## src/rtl/pcid_pkg.sv

```systemverilog
package pcid_pkg;

    localparam int CMD_W = 4;

    localparam logic [CMD_W-1:0] CMD_IO_RD   = 4'b0010;
    localparam logic [CMD_W-1:0] CMD_IO_WR   = 4'b0011;
    localparam logic [CMD_W-1:0] CMD_MEM_RD  = 4'b0110;
    localparam logic [CMD_W-1:0] CMD_MEM_WR  = 4'b0111;
    localparam logic [CMD_W-1:0] CMD_MEM_RDM = 4'b1100;
    localparam logic [CMD_W-1:0] CMD_MEM_RDL = 4'b1110;
    localparam logic [CMD_W-1:0] CMD_MEM_WRI = 4'b1111;

    typedef enum logic [1:0] {
        SPC_NONE = 2'd0,
        SPC_IO   = 2'd1,
        SPC_MEM  = 2'd2
    } space_e;

    typedef enum logic [1:0] {
        ST_IDLE    = 2'd0,
        ST_CLAIMED = 2'd1,
        ST_PASSED  = 2'd2
    } dec_state_e;

    typedef struct packed {
        space_e space;
        logic   wr;
    } cmd_info_t;

    localparam int NUM_SPACES = 2;
    localparam int IDX_IO     = 0;
    localparam int IDX_MEM    = 1;

endpackage

```

## src/rtl/pcid_cmd_class.sv

```systemverilog
module pcid_cmd_class
    import pcid_pkg::*;
(
    input  logic [CMD_W-1:0] cmd,
    output cmd_info_t        info
);

    always_comb begin
        info.space = SPC_NONE;
        info.wr    = 1'b0;
        unique case (cmd)
            CMD_IO_RD: begin
                info.space = SPC_IO;
                info.wr    = 1'b0;
            end
            CMD_IO_WR: begin
                info.space = SPC_IO;
                info.wr    = 1'b1;
            end
            CMD_MEM_RD, CMD_MEM_RDM, CMD_MEM_RDL: begin
                info.space = SPC_MEM;
                info.wr    = 1'b0;
            end
            CMD_MEM_WR, CMD_MEM_WRI: begin
                info.space = SPC_MEM;
                info.wr    = 1'b1;
            end
            default: begin
                info.space = SPC_NONE;
                info.wr    = 1'b0;
            end
        endcase
    end

endmodule

```

## src/rtl/pcid_win_match.sv

```systemverilog
module pcid_win_match #(
    parameter int BASE_W = 24
) (
    input  logic              space_en,
    input  logic              space_sel,
    input  logic [BASE_W-1:0] base,
    input  logic [BASE_W-1:0] addr_hi,
    output logic              match
);

    logic same;

    always_comb begin
        same  = (addr_hi == base);
        match = space_en & space_sel & same;
    end

endmodule

```

## src/rtl/pcid_fsm.sv

```systemverilog
module pcid_fsm
    import pcid_pkg::*;
#(
    parameter int OFF_W = 7
) (
    input  logic             clk,
    input  logic             rst_n,
    input  logic             frame_n,
    input  logic             irdy_n,
    input  logic             dec_hit,
    input  logic             dec_io,
    input  logic             dec_wr,
    input  logic [OFF_W-1:0] dec_off,
    output logic             hit,
    output logic             space_io,
    output logic             is_write,
    output logic [OFF_W-1:0] reg_off
);

    dec_state_e state_q, state_d;
    logic       addr_phase;
    logic       bus_free;

    always_comb begin
        addr_phase = (state_q == ST_IDLE) && !frame_n;
        bus_free   = frame_n && irdy_n;
    end

    // next state
    always_comb begin
        state_d = state_q;
        unique case (state_q)
            ST_IDLE: begin
                if (!frame_n) begin
                    state_d = dec_hit ? ST_CLAIMED : ST_PASSED;
                end
            end
            ST_CLAIMED: begin
                if (bus_free) begin
                    state_d = ST_IDLE;
                end
            end
            ST_PASSED: begin
                if (bus_free) begin
                    state_d = ST_IDLE;
                end
            end
            default: state_d = ST_IDLE;
        endcase
    end

    // state register
    always_ff @(posedge clk or negedge rst_n) begin
        if (!rst_n) begin
            state_q <= ST_IDLE;
        end else begin
            state_q <= state_d;
        end
    end

    // captured decode outputs
    always_ff @(posedge clk or negedge rst_n) begin
        if (!rst_n) begin
            space_io <= 1'b0;
            is_write <= 1'b0;
            reg_off  <= '0;
        end else if (addr_phase) begin
            space_io <= dec_io;
            is_write <= dec_wr;
            reg_off  <= dec_off;
        end
    end

    always_comb begin
        hit = (state_q == ST_CLAIMED);
    end

endmodule

```

## src/rtl/pci_tgt_addr_dec.sv

```systemverilog
module pci_tgt_addr_dec
    import pcid_pkg::*;
#(
    parameter int ADDR_W   = 32,
    parameter int WIN_BITS = 8
) (
    input  logic                       clk,
    input  logic                       rst_n,
    input  logic                       frame_n,
    input  logic                       irdy_n,
    input  logic [ADDR_W-1:0]          ad,
    input  logic [CMD_W-1:0]           cbe_n,
    input  logic [ADDR_W-WIN_BITS-1:0] io_base,
    input  logic [ADDR_W-WIN_BITS-1:0] mem_base,
    input  logic                       io_space_en,
    input  logic                       mem_space_en,
    output logic                       hit,
    output logic                       space_io,
    output logic                       is_write,
    output logic [WIN_BITS-2:0]        reg_off,
    output logic [CMD_W-1:0]           byte_en
);

    localparam int BASE_W = ADDR_W - WIN_BITS;
    localparam int OFF_W  = WIN_BITS - 1;

    cmd_info_t                  info;
    logic [BASE_W-1:0]          addr_hi;
    logic [OFF_W-1:0]           off_now;
    logic [NUM_SPACES-1:0]      sp_match;
    logic [NUM_SPACES-1:0]      sp_en;
    logic [NUM_SPACES-1:0]      sp_sel;
    logic [NUM_SPACES-1:0][BASE_W-1:0] sp_base;
    logic                       dec_hit;

    always_comb begin
        addr_hi          = ad[ADDR_W-1:WIN_BITS];
        off_now          = ad[OFF_W-1:0];
        sp_en[IDX_IO]    = io_space_en;
        sp_en[IDX_MEM]   = mem_space_en;
        sp_sel[IDX_IO]   = (info.space == SPC_IO);
        sp_sel[IDX_MEM]  = (info.space == SPC_MEM);
        sp_base[IDX_IO]  = io_base;
        sp_base[IDX_MEM] = mem_base;
        dec_hit          = |sp_match;
    end

    pcid_cmd_class u_class (
        .cmd  (cbe_n),
        .info (info)
    );

    for (genvar g = 0; g < NUM_SPACES; g++) begin : g_win
        pcid_win_match #(.BASE_W(BASE_W)) u_match (
            .space_en  (sp_en[g]),
            .space_sel (sp_sel[g]),
            .base      (sp_base[g]),
            .addr_hi   (addr_hi),
            .match     (sp_match[g])
        );
    end

    pcid_fsm #(.OFF_W(OFF_W)) u_fsm (
        .clk      (clk),
        .rst_n    (rst_n),
        .frame_n  (frame_n),
        .irdy_n   (irdy_n),
        .dec_hit  (dec_hit),
        .dec_io   (sp_sel[IDX_IO]),
        .dec_wr   (info.wr),
        .dec_off  (off_now),
        .hit      (hit),
        .space_io (space_io),
        .is_write (is_write),
        .reg_off  (reg_off)
    );

    always_comb begin
        byte_en = hit ? ~cbe_n : '0;
    end

endmodule

```

## config.mk

```make
export PLATFORM = sky130hd
export DESIGN_NAME = pci_tgt_addr_dec
export DESIGN_NICKNAME = d
export VERILOG_FILES = /design/src/rtl/pcid_pkg.sv /design/src/rtl/pcid_cmd_class.sv /design/src/rtl/pcid_win_match.sv /design/src/rtl/pcid_fsm.sv /design/src/rtl/pci_tgt_addr_dec.sv
export SDC_FILE = /design/constraint.sdc
export NUM_CORES = 1
export LEC_CHECK = 0
export BUFFER_PORTS_ARGS = -buffer_cell sky130_fd_sc_hd__buf_2
export CAP_MARGIN = 10
export CORE_MARGIN = 8
export CORE_UTILIZATION = 39
export DETAILED_ROUTE_END_ITERATION = 8
export MAX_ROUTING_LAYER = met4
export PLACE_DENSITY = 0.85
export SYNTH_ARGS = -nofsm -noshare
export SYNTH_HDL_FRONTEND = slang
export SYNTH_SLANG_ARGS = --single-unit
```

## constraint.sdc

```tcl
create_clock -name clk -period 3.5 [get_ports clk]
set_input_delay 0.35 -clock clk [delete_from_list [all_inputs] [get_ports clk]]
set_output_delay 0.35 -clock clk [all_outputs]
set_load 0.02 [all_outputs]
```

## Word level (Yosys, flattened, before mapping)

Cells that the tools add are included.

- Register bits after elaboration: 11
- Input bits: 90
- Output and inout port bits: 14
- Word-level logic and storage cells: 39

- Equal/unequal tests: 15
- Muxes and demuxes: 6
- Bitwise gates (word level): 5
- Reductions and logical operators: 9

Operators by type and width:

| operator | count |
|---|---|
| 24-bit equality test | 2 |
| 4-bit equality test (second input constant) | 3 |
| 3-bit one-hot mux with 4 select lines | 1 |
| 4-bit by 2-bit equality test with 1-bit output (second input constant) | 2 |
| 4-bit by 3-bit equality test with 1-bit output (second input constant) | 2 |
| 2-bit two-way mux | 3 |
| 2-bit OR reduction | 3 |
| 1-bit bitwise AND | 4 |
| 2-bit by 1-bit equality test with 1-bit output (second input constant) | 2 |
| 2-bit equality test (second input constant) | 2 |
| 4-bit two-way mux | 1 |
| 4-bit inverter | 1 |
| 2-bit one-hot mux with 2 select lines | 1 |
| 3-bit OR reduction | 1 |
| 1-bit logical AND | 2 |
| 2-bit logical NOT | 1 |
| 2-bit by 1-bit inequality test with 1-bit output (second input constant) | 1 |
| 2-bit inequality test (second input constant) | 1 |
| 2-bit AND reduction | 1 |
| 1-bit logical NOT | 1 |

## Depth between registers and ports, before layout

- Depth after elaboration: 10
- Depth in mapped cells: 6
- Depth with buffers taken out: 6

## Hierarchy

Synthesis repeated with hierarchy kept, for this count alone.

- Cells, all modules: 114
- Area, all modules: 1138.6 um^2

By module, submodules not included:

| module | times used | cells each | area each (um^2) | seq. area each (um^2) |
|---|---|---|---|---|
| pcid_win_match | 2 | 33 | 270.3 | 0.0 |
| pcid_fsm | 1 | 35 | 518.0 | 275.3 |
| pci_tgt_addr_dec | 1 | 7 | 46.3 | 0.0 |
| pcid_cmd_class | 1 | 6 | 33.8 | 0.0 |

## Worst setup path before layout

No wires, ideal clock.

- Path kind: input port to flip-flop
- Start: input port cbe_n[3]
- End: register u_fsm.state_q[1]
- Library setup time: 0.120 ns
- Arrival time: 1.764 ns
- Required time: 3.380 ns
- Setup slack: 1.617 ns
- Cell stages on the path: 5
- Path buffers: 0
- Path through: or3b_1 or4_1 nor3_1 a32oi_1 a31o_1

- Longest elaborated chain between the ends: 10
- Elaborated cells on any way between the ends: 20
- Classes of those cells: eq/ne (9); mux (4); bitwise (4); reduce/logical (3)

Ends and longest elaborated chain:

| what | RTL line | text |
|---|---|---|
| from (decl) | pci_tgt_addr_dec.sv:12 | `input logic [CMD_W-1:0] cbe_n,` |
| 4-bit by 3-bit equality test with 1-bit output / 4-bit equality test (equally long branches) | pcid_cmd_class.sv:11 | `unique case (cmd)` |
| 3-bit OR reduction / 2-bit OR reduction (equally long branches) | pcid_cmd_class.sv:11 |  |
| 3-bit one-hot mux with 4 select lines * | pcid_cmd_class.sv:11 |  |
| 2-bit by 1-bit equality test with 1-bit output / 2-bit equality test (equally long branches) | pci_tgt_addr_dec.sv:41, pci_tgt_addr_dec.sv:42 |  |
| 1-bit bitwise AND (2 in series) | pcid_win_match.sv:15 | `match = space_en & space_sel & same;` |
| 2-bit OR reduction * | pci_tgt_addr_dec.sv:45 | `dec_hit = \|sp_match;` |
| 2-bit two-way mux * | pcid_fsm.sv:35 | `state_d = dec_hit ? ST_CLAIMED : ST_PASSED;` |
| 2-bit two-way mux * | pcid_fsm.sv:34 | `if (!frame_n) begin` |
| 2-bit one-hot mux with 2 select lines * | pcid_fsm.sv:32 | `unique case (state_q)` |
| to (signal assigned) | pcid_fsm.sv:57 | `state_q <= state_d;` |
| to (decl) | pcid_fsm.sv:20 | `dec_state_e state_q, state_d;` |

Every way passes the cells marked *; elsewhere a longest branch is shown, timed or not. The select of a mux whose other input is x is not followed.
A chain may end at the register's enable or synchronous reset.

## Worst setup path in the final report

Ends and elaborated chain as after synthesis.

==> flow_summary.toml <==
[min_path]
hold_path_class = "in -> reg"

[worst_setup_path]
crit_path_start_kind = "primary input"
cp_max_fo = 4
required_ns = 3.65
r2r_slack_ns = 2.06
critPathTopFamily = "simple AND/OR/NAND/NOR gates"
cp_data_arrival_time_ns = 1.98
crit_buf_inv = 1
crit_chain = "buf_2 -> or3b_1 -> or4_1 -> nor3_1 -> a32oi_1 -> a31o_1"
path_class = "in -> reg"
cp_slowest_stage_delay_ns = 0.54
crit_path_end_kind = "flip-flop"
critPathSlowestCell = "or4_1"

[clock_network]
cts_tree = "done"
cts_root_buffer = "clkbuf_4"
numCtsBuffers = 3
cts.reportedPaths.clkPinSlew_ns = 0.07
clk_latency_ns = 0.26
htree_levels = 1
clkSinkCount = 11
clockBufferDepth = 2

[route]
viasPerCell = 4.70
via_count = 1249
drc = 0
drt-wirelength-per-cell_um = 13.7
first_iter_violations = 27
antenna_left = 0
firstDrtPassIters = 6
wirelength_um = 3660

[place]
dpl_worst_slack_ns = 1.38
dpl-instance-area_mm2 = 0.00162
place.gp.congestion = 0.733
portBuffers = 102
post-dp-hpwl_um = 3480

[floorplanning]
pin_count = 104
die_w_um = 68.6
initial_core_util = 0.401
num_rows = 19
dieArea_mm2 = 0.00470
chipHeight_um = 68.6
core_region_area_mm2 = 0.00269

[timing]
worst_slew_pin_slew_ns = 0.422
setup_slack_ns = 1.67
setup-violations-final = 0
clock.fmax_mhz = 547
hold_viol = 0
setup_tns_ns = 0
rsz0062_at_grt = "no"
finClkSkew_ns = 0.000304
finalCriticalPeriod_ns = 1.83
post-route-period-util = 0.522
relSlewSlack = 0.718
drv_slew = 0

[cells_and_area]
stdcell_area_mm2 = 0.00166
final_layout_size_suffix_gt1_frac = 0.455
area.growth.synth_to_final_pct = 53.9
diodes = 0
fin_nets = 328

[synth]
synth_edf_count = 0
synthFlopType = "dfrtp_1"
synthCells = 129
async_flop_share = 1.00
synthesis.nets = 221
ys_warn_count = 0
syn_area_mm2 = 0.00108
synthTopCellsByArea = "xnor2_1, dfrtp_1, nand2_1"
synth.top_cell.area_share = 0.333
avgSynthCellArea_um2 = 8.36
ys_ff_latch = 11
yosysTopAreaCell = "xnor2_1"
ys_top_cells_by_count = "xnor2_1, nand2_1, dfrtp_1"
ys_seq_area_frac = 0.255
yosysMostFrequentCell = "xnor2_1"
ys_types = 26

[global_routing]
grt_pass1_wl_um = 5490
track_usage = 0.153
grt_max_degree = 12
grt_pass1_vias = 1384
gr-total-overflow = 0
antenna_found_initial = 0

[pwr]
total_power_uw = 623
seqPwrFrac = 0.323
p_comb_frac = 0.544
p_int_uw = 366
p_clk_frac = 0.133
p_per_area_mw_per_mm2 = 375
swShare = 0.413
power_leakage_nw = 0.850
peakVddDrop_v = 0.000348
switchingPower_uw = 257

[flow_run]
cap_viol_max_count = 0

[outcome]
outcome = "completed"
-- sequential cells by signal (all words and copies together) (netlist names) --
register	flops
u_fsm.reg_off	7
u_fsm.state_q	2
u_fsm.space_io	1
u_fsm.is_write	1
-- timing repair --
item,4_1_cts,5_1_grt
hold buffers,1,0
gates resized for setup,0,0
setup buffers,0,0
hold endpoints to repair,11,0
-- area by class of cell --
class                      instances  area, um2
fill                             248       1030
multi-input combinational        112        781
tap                               31       38.8
inverter                           5       18.8
timing repair buffer             103        520
sequential                        11        275
clock buffer                       4       26.3
-- metal layers --
metal | GRT usage | routed length, um
met1 | 0.156 | 1330
met2 | 0.292 | 1940
met3 | 0.0355 | 380
met4 | 0.0230 | 0
met5 | - | 0
-- cell usage in the layout, fill, tap and decap left out, types with 2 or more instances in the layout --
| cell | netlist | final |
|---|---|---|
| buf_2 | 0 | 102 |
| xnor2_1 | 41 | 41 |
| nand2_1 | 26 | 26 |
| dfrtp_1 | 11 | 11 |
| nand4_1 | 9 | 9 |
| xor2_1 | 7 | 7 |
| inv_1 | 5 | 5 |
| nor2b_1 | 4 | 4 |
| nor2_1 | 3 | 3 |
| clkbuf_4 | 0 | 3 |
| nand3_1 | 2 | 2 |
| o21ai_0 | 2 | 2 |
| nor4_1 | 2 | 2 |
| nor3_1 | 2 | 2 |
| ha_1 | 2 | 2 |
-- final timing paths --
| check | from | endpoint | cells after the start |
|---|---|---|---|
| worst max-delay path | cbe_n[3] | u_fsm.state_q[1] | 6 |
| worst min-delay path | ad[5] | u_fsm.reg_off[5] | 3 |
| worst max register to register | u_fsm.state_q[0] | u_fsm.state_q[1] | 5 |
| worst min register to register | u_fsm.reg_off[5] | u_fsm.reg_off[5] | 2 |
| max in group asynchronous | rst_n | u_fsm.reg_off[1] | 2 |
| min in group asynchronous | rst_n | u_fsm.reg_off[0] | 2 |
-- power by group through the flow --
stage / clock (mW) / combinational (mW) / sequential [mW]
5_1_grt: 0.0905 / 0.375 / 0.208
3_3_place_gp: 0 / 0.334 / 0.200
2_1_floorplan: 0 / 0.144 / 0.261
4_1_cts: 0.0856 / 0.346 / 0.202
6_report: 0.0828 / 0.339 / 0.201
3_5_place_dp: 0 / 0.343 / 0.205
-- worst register-to-register path: stages, from the launching register on --
cell and delay [ns]:
dfrtp_1 0.37, inv_1 0.07, ha_1 0.36, a22oi_1 0.24, o22ai_1 0.11, a31o_1 0.19
-- cells by family after synthesis --
| logic type | after synthesis | share of synthesized area |
|---|---|---|
| xor gates and xnor gates | 48 | 0.390 |
| buffers and inverters | 6 | 0.0209 |
| DFF | 11 | 0.255 |
| AOI/OAI and AO/OA | 9 | 0.0696 |
| adders and majority gates | 2 | 0.0232 |
| and+or+nand+nor | 53 | 0.241 |
-- metrics by stage --
step            util  hold WS (ns)  instances
2_1_floorplan      -        0.0544        129
3_3_place_gp   0.605         0.223        261
3_5_place_dp   0.605         0.226        261
4_1_cts        0.618         0.274        266
5_1_grt        0.618         0.298        266
6_report       0.618         0.281        266
No activity file was read; power rests on OpenSTA's default activity.
